$ cat config.mk
export PLATFORM = sky130hd
export DESIGN_NAME = flt_inject_seq
export DESIGN_NICKNAME = d
export VERILOG_FILES = /design/src/rtl/fis_pkg.sv /design/src/rtl/fis_cmd_decode.sv /design/src/rtl/fis_counter.sv /design/src/rtl/flt_inject_seq.sv
export SDC_FILE = /design/constraint.sdc
export NUM_CORES = 1
export LEC_CHECK = 0
export ABC_AREA = 1
export BUFFER_PORTS_ARGS = -buffer_cell sky130_fd_sc_hd__buf_4
export CAP_MARGIN = 20
export CORE_MARGIN = 2
export CORE_UTILIZATION = 25
export CTS_CLUSTER_DIAMETER = 60
export DETAILED_ROUTE_END_ITERATION = 7
export GPL_TIMING_DRIVEN = 0
export PLACE_DENSITY = 0.49
export SYNTH_ARGS = -nofsm -noshare
export SYNTH_HDL_FRONTEND = slang
export SYNTH_SLANG_ARGS = --single-unit
$ cat constraint.sdc
create_clock -name clk -period 2.8 [get_ports clk]
set_clock_uncertainty 0.05 [all_clocks]
set_input_delay 0.14 -clock clk [delete_from_list [all_inputs] [get_ports clk]]
set_output_delay 0.14 -clock clk [all_outputs]
set_load 0.05 [all_outputs]
$ cat src/rtl/fis_pkg.sv
package fis_pkg;

  localparam int CMD_W  = 64;
  localparam int ID_W   = 16;
  localparam int TIME_W = CMD_W - ID_W;

  typedef enum logic [2:0] {
    ST_IDLE   = 3'd0,
    ST_SHIFT  = 3'd1,
    ST_WAIT   = 3'd2,
    ST_INJECT = 3'd3,
    ST_DONE   = 3'd4
  } fis_state_e;

endpackage

$ cat src/rtl/fis_cmd_decode.sv
module fis_cmd_decode
  import fis_pkg::*;
#(
  parameter int CHAIN_LEN = 24,
  localparam int SH_W = (CHAIN_LEN > 1) ? $clog2(CHAIN_LEN) : 1
) (
  input  logic [CMD_W-1:0]  cmd_word,
  output logic [SH_W-1:0]   hit_step,
  output logic [TIME_W-1:0] inj_time,
  output logic              is_null
);

  logic [ID_W-1:0] id_field;

  always_comb begin
    id_field = cmd_word[ID_W-1:0];
    inj_time = cmd_word[CMD_W-1:ID_W];
    is_null  = (id_field >= ID_W'(CHAIN_LEN));
    // The first bit shifted travels to the far end of the chain.
    hit_step = SH_W'(CHAIN_LEN - 1) - id_field[SH_W-1:0];
  end

endmodule

$ cat src/rtl/fis_counter.sv
module fis_counter #(
  parameter int W = 8
) (
  input  logic         clk,
  input  logic         rst,
  input  logic         clr,
  input  logic         inc,
  output logic [W-1:0] q
);

  always_ff @(posedge clk) begin
    if (rst || clr) q <= '0;
    else if (inc)   q <= q + W'(1);
  end

endmodule

$ cat src/rtl/flt_inject_seq.sv
module flt_inject_seq
  import fis_pkg::*;
#(
  parameter int CHAIN_LEN  = 24,
  parameter int INJ_CYCLES = 2
) (
  input  logic             clk,
  input  logic             rst,
  input  logic             cmd_valid,
  input  logic [CMD_W-1:0] cmd_word,
  output logic             busy,
  output logic             done,
  output logic             dut_clk_en,
  output logic             scan_en,
  output logic             scan_data,
  output logic             inj_en
);

  localparam int SH_W = (CHAIN_LEN > 1) ? $clog2(CHAIN_LEN) : 1;
  localparam int IC_W = (INJ_CYCLES > 1) ? $clog2(INJ_CYCLES) : 1;
  localparam logic [SH_W-1:0] LAST_SH  = SH_W'(CHAIN_LEN - 1);
  localparam logic [IC_W-1:0] LAST_INJ = IC_W'(INJ_CYCLES - 1);

  fis_state_e state_q, state_d;

  logic [SH_W-1:0]   dec_step, step_q;
  logic [TIME_W-1:0] dec_time, time_q;
  logic              dec_null, null_q;

  logic [SH_W-1:0]   sh_cnt;
  logic [TIME_W-1:0] wait_cnt;
  logic [IC_W-1:0]   inj_cnt;

  logic accept;
  logic sh_last, wait_last, inj_last;

  fis_cmd_decode #(.CHAIN_LEN(CHAIN_LEN)) u_dec (
    .cmd_word (cmd_word),
    .hit_step (dec_step),
    .inj_time (dec_time),
    .is_null  (dec_null)
  );

  fis_counter #(.W(SH_W)) u_sh_cnt (
    .clk (clk), .rst (rst),
    .clr (state_q != ST_SHIFT),
    .inc (state_q == ST_SHIFT),
    .q   (sh_cnt)
  );

  fis_counter #(.W(TIME_W)) u_wait_cnt (
    .clk (clk), .rst (rst),
    .clr (state_q != ST_WAIT),
    .inc (state_q == ST_WAIT),
    .q   (wait_cnt)
  );

  fis_counter #(.W(IC_W)) u_inj_cnt (
    .clk (clk), .rst (rst),
    .clr (state_q != ST_INJECT),
    .inc (state_q == ST_INJECT),
    .q   (inj_cnt)
  );

  assign accept    = (state_q == ST_IDLE) && cmd_valid;
  assign sh_last   = (sh_cnt == LAST_SH);
  assign wait_last = (wait_cnt == time_q - TIME_W'(1));
  assign inj_last  = (inj_cnt == LAST_INJ);

  // Command latch: only written on acceptance in idle.
  always_ff @(posedge clk) begin
    if (rst) begin
      step_q <= '0;
      time_q <= '0;
      null_q <= 1'b1;
    end else if (accept) begin
      step_q <= dec_step;
      time_q <= dec_time;
      null_q <= dec_null;
    end
  end

  always_comb begin
    state_d = state_q;
    unique case (state_q)
      ST_IDLE:   if (cmd_valid) state_d = ST_SHIFT;
      ST_SHIFT:
        if (sh_last) begin
          if (time_q != '0) state_d = ST_WAIT;
          else if (null_q)  state_d = ST_DONE;
          else              state_d = ST_INJECT;
        end
      ST_WAIT:
        if (wait_last) state_d = null_q ? ST_DONE : ST_INJECT;
      ST_INJECT: if (inj_last) state_d = ST_DONE;
      ST_DONE:   state_d = ST_IDLE;
      default:   state_d = ST_IDLE;
    endcase
  end

  always_ff @(posedge clk) begin
    if (rst) state_q <= ST_IDLE;
    else     state_q <= state_d;
  end

  // Moore decode of the registered state and counters.
  always_comb begin
    busy       = (state_q != ST_IDLE);
    done       = (state_q == ST_DONE);
    scan_en    = (state_q == ST_SHIFT);
    inj_en     = (state_q == ST_INJECT);
    scan_data  = scan_en && !null_q && (sh_cnt == step_q);
    dut_clk_en = !(scan_en || inj_en);
  end

endmodule

==> results_dict.tcl <==
set metrics [dict create \
    ant_nets 0 \
    grt_antenna_before_repair 0 \
    grt_max_degree 18 \
    synth_fp_nets 1191 \
    power_density_mw_per_mm2 814.0 \
    synth_edf_count 0 \
    crit_path_start_kind "flip-flop" \
    post-route-util_pct 30.66 \
    synth-seq-area-share_pct 31.17 \
    cts_tree "yes" \
    grt_setup_unrepaired "no" \
    relSlewSlack_pct 50.69 \
    wl_per_cell_um 14.77 \
    cts_sinks 111 \
    criticalPathCategory "reg -> reg" \
    num-fill-cells 3151 \
    rr_worst_depth 16 \
    use_met3_pct 2.858 \
    min_period_ps 2550 \
    die_w_um 172.9 \
    fin_ws_ps 250.5 \
    pre_cts_ws_ps -151.5 \
    critical_path_arrival_ps 2760 \
    cpPeakStageDelay_ps 380 \
    clockBufferDepth 2 \
    synth_top_area_cell "dfxtp_1" \
    yosysUniqueCellTypes 46 \
    synth_most_common_cell "nand2_1" \
    final_layout_size_suffix_gt1_share_pct 13.92 \
    fp.dieH_um 172.9 \
    fin_crit_sh_pct 91.05 \
    whs_ps 12.25 \
    tightest_slew_ps 739.6 \
    worstPathRequired_ps 3010 \
    num_rows 61 \
    crit_path_start "time_q[13]$_SDFFE_PP0P_" \
    vias_per_cell 4.481 \
    place_hpwl_mm 19.04 \
    grt_pass1_wl_mm 37.05 \
    r2r-start "time_q[13]$_SDFFE_PP0P_" \
    port_buffers 72 \
    synth_common_cells "nand2_1 (259), inv_1 (159), nor2_1 (133), dfxtp_1 (111), a21oi_1 (83)" \
    clock_latency_ps 360 \
    r2r_setup_slack_ps 250 \
    async_flop_share_pct 0 \
    gp_congestion 0.8719 \
    crit_path_max_fanout 5 \
    p_total_mw 6.971 \
    power_leakage_nw 3.541 \
    area_growth_pct 20.15 \
    htreeDepth 3 \
    max_freq_ghz 0.3922 \
    track_usage_pct 15.70 \
    synth.area.top_cells "dfxtp_1 (31%), nand2_1 (14%), inv_1 (8.4%)" \
    routed_wl_mm 23.51 \
    synthesis.area_per_instance_um2 6.364 \
    clk_pin_slew_worst_paths_ps 80 \
    drt_drc_violations_left 0 \
    post_dp_cell_area_mm2 0.008159 \
    fin_area_mm2 0.008564 \
    cts-root-buf "clkbuf_16" \
    synth_seq_cells 111 \
    hold_viol 0 \
    synth_top_area_share_pct 31.17 \
    pin_count 73 \
    hp-class "in -> reg" \
    cp-end-kind "flip-flop" \
    die_area_mm2 0.02988 \
    drtPass1Iterations 5 \
    diodes 0 \
    final-setup-viol-count 0 \
    status "finished, final reports clean" \
    synthCells 1120 \
    cts_inserted_buffers 9 \
    grt_pass1_vias 6738 \
    synth_area_mm2 0.007128 \
    grt-busiest-layer "met2" \
    nNetsFinal 1281 \
    ys_warn_count 0 \
    endpoint "state_q[0]$_SDFFE_PP0P_" \
    drv_cap 0 \
    path_cells "nor2_1 > nand2_1 > nor2_4 > nand2_4 > nor2_2 > nand3_1 > nand3_1 > nand3_1 > inv_1 > nand2_1 > nor2_1 > nand2_1 > o21bai_4 > nand3_1 > nand2_1 > nor2_1" \
    synth_flop_cell "dfxtp_1" \
    met1_usage_pct 21.80 \
    drt_iter0_drc 502 \
    use_met2_pct 24.15 \
    ir_worst_vdd_mv 0.4317 \
    drv_slew 0 \
    r2r_end "state_q[0]$_SDFFE_PP0P_" \
    grt_overflow 0 \
    slowest_stage "dfxtp_1" \
    core_mm2 0.02793 \
    via_count 7133 \
    initial_core_util_pct 25.52 \
]
layout make-up:
cell class | instances | area [µm²] | share of cell area (%)
Inverter | 165 | 619.3 | 7.232
Tap cell | 378 | 473.0 | 5.522
Sequential cell | 111 | 2222 | 25.95
Clock buffer | 12 | 256.5 | 2.995
Buffer | 21 | 85.08 | 0.9934
Timing Repair Buffer | 79 | 603.1 | 7.042
Clock inverter | 3 | 27.53 | 0.3214
Multi-Input combinational cell | 823 | 4278 | 49.95
power by group:
group	switching (mW)	leakage, nW	internal [mW]
clock	0.638	0.137	0.659
combinational	2.40	2.50	1.11
sequential	0.317	0.906	1.85
total	3.36	3.54	3.61
critical path: cells and delay by family (launching register included):
| family | cells | cell delay [ps] |
|---|---|---|
| simple gates | 14 | 1720 |
| buf+inv | 1 | 90 |
| compound gates | 1 | 210 |
| flops | 1 | 380 |
worst min-delay path by stage:
stage	from	endpoint	slack, ps	cells after the start
2_1_floorplan	rst	step_q[4]$_SDFFE_PP0P_	160	1
3_3_place_gp	rst	step_q[4]$_SDFFE_PP0P_	320	2
3_5_place_dp	rst	step_q[4]$_SDFFE_PP0P_	320	2
4_1_cts	cmd_word[56]	time_q[40]$_SDFFE_PP0P_	4	3
5_1_grt	cmd_word[25]	time_q[9]$_SDFFE_PP0P_	20	3
6_report	cmd_word[56]	time_q[40]$_SDFFE_PP0P_	10	3
through the flow:
stage          TNS, ps  instances
2_1_floorplan        0       1120
3_3_place_gp    -601.3       1570
3_5_place_dp     -1183       1570
4_1_cts              0       1591
5_1_grt              0       1592
6_report             0       1592
cells in the final DEF (no fill, tap or decap), drive strengths merged:
cell type,n
o21ai,86
nor3b,1
ha,4
dlygate4sd3,4
nand4,25
clkinv,2
nor3,28
nand3,75
buf,76
o21a,2
a31oi,1
o31ai,1
o31a,1
inv,165
and2,2
a211oi,1
dfxtp,111
a21oi,83
nor2,162
a221oi,1
nor2b,1
clkbuf,32
or2,5
xnor2,20
nor4,7
or4,1
o21bai,3
o21ba,1
nand3b,10
clkinvlp,1
o22ai,1
a41oi,1
xor2,27
nand2,273
registers in the layout (all words and copies together) (netlist names):
register and cells:
state_q 3, u_sh_cnt.q 5, u_wait_cnt.q 48, u_inj_cnt.q 1, time_q 48, null_q 1
step_q 5
cells by family (layout without fill, tap and decap cells):
kind of cell,Yosys count,after routing,synth area share (%)
simple gates,590,590,39.16
fa+ha+maj,4,4,0.7022
buf+inv,186,280,9.847
xor+xnor,47,47,5.775
flops,111,111,31.17
compound gates,182,182,13.34
per-layer routing:
metal	vias to the layer above	wire length (µm)
met2	177	10080
met4	0	828
met3	33	1184
met1	3156	11410
li1	3767	-
met5	-	0
timing repair:
| item | 4_1_cts | 5_1_grt |
|---|---|---|
| hold buffers | 4 | 0 |
| pin swaps | 1 | 1 |
| resized for setup | 2 | 15 |
| endpoints found under the hold margin | 6 | 0 |
| endpoints found under the setup margin | 26 | 14 |
| setup buffers | 2 | 1 |
Power figures use the tool's default switching activity.
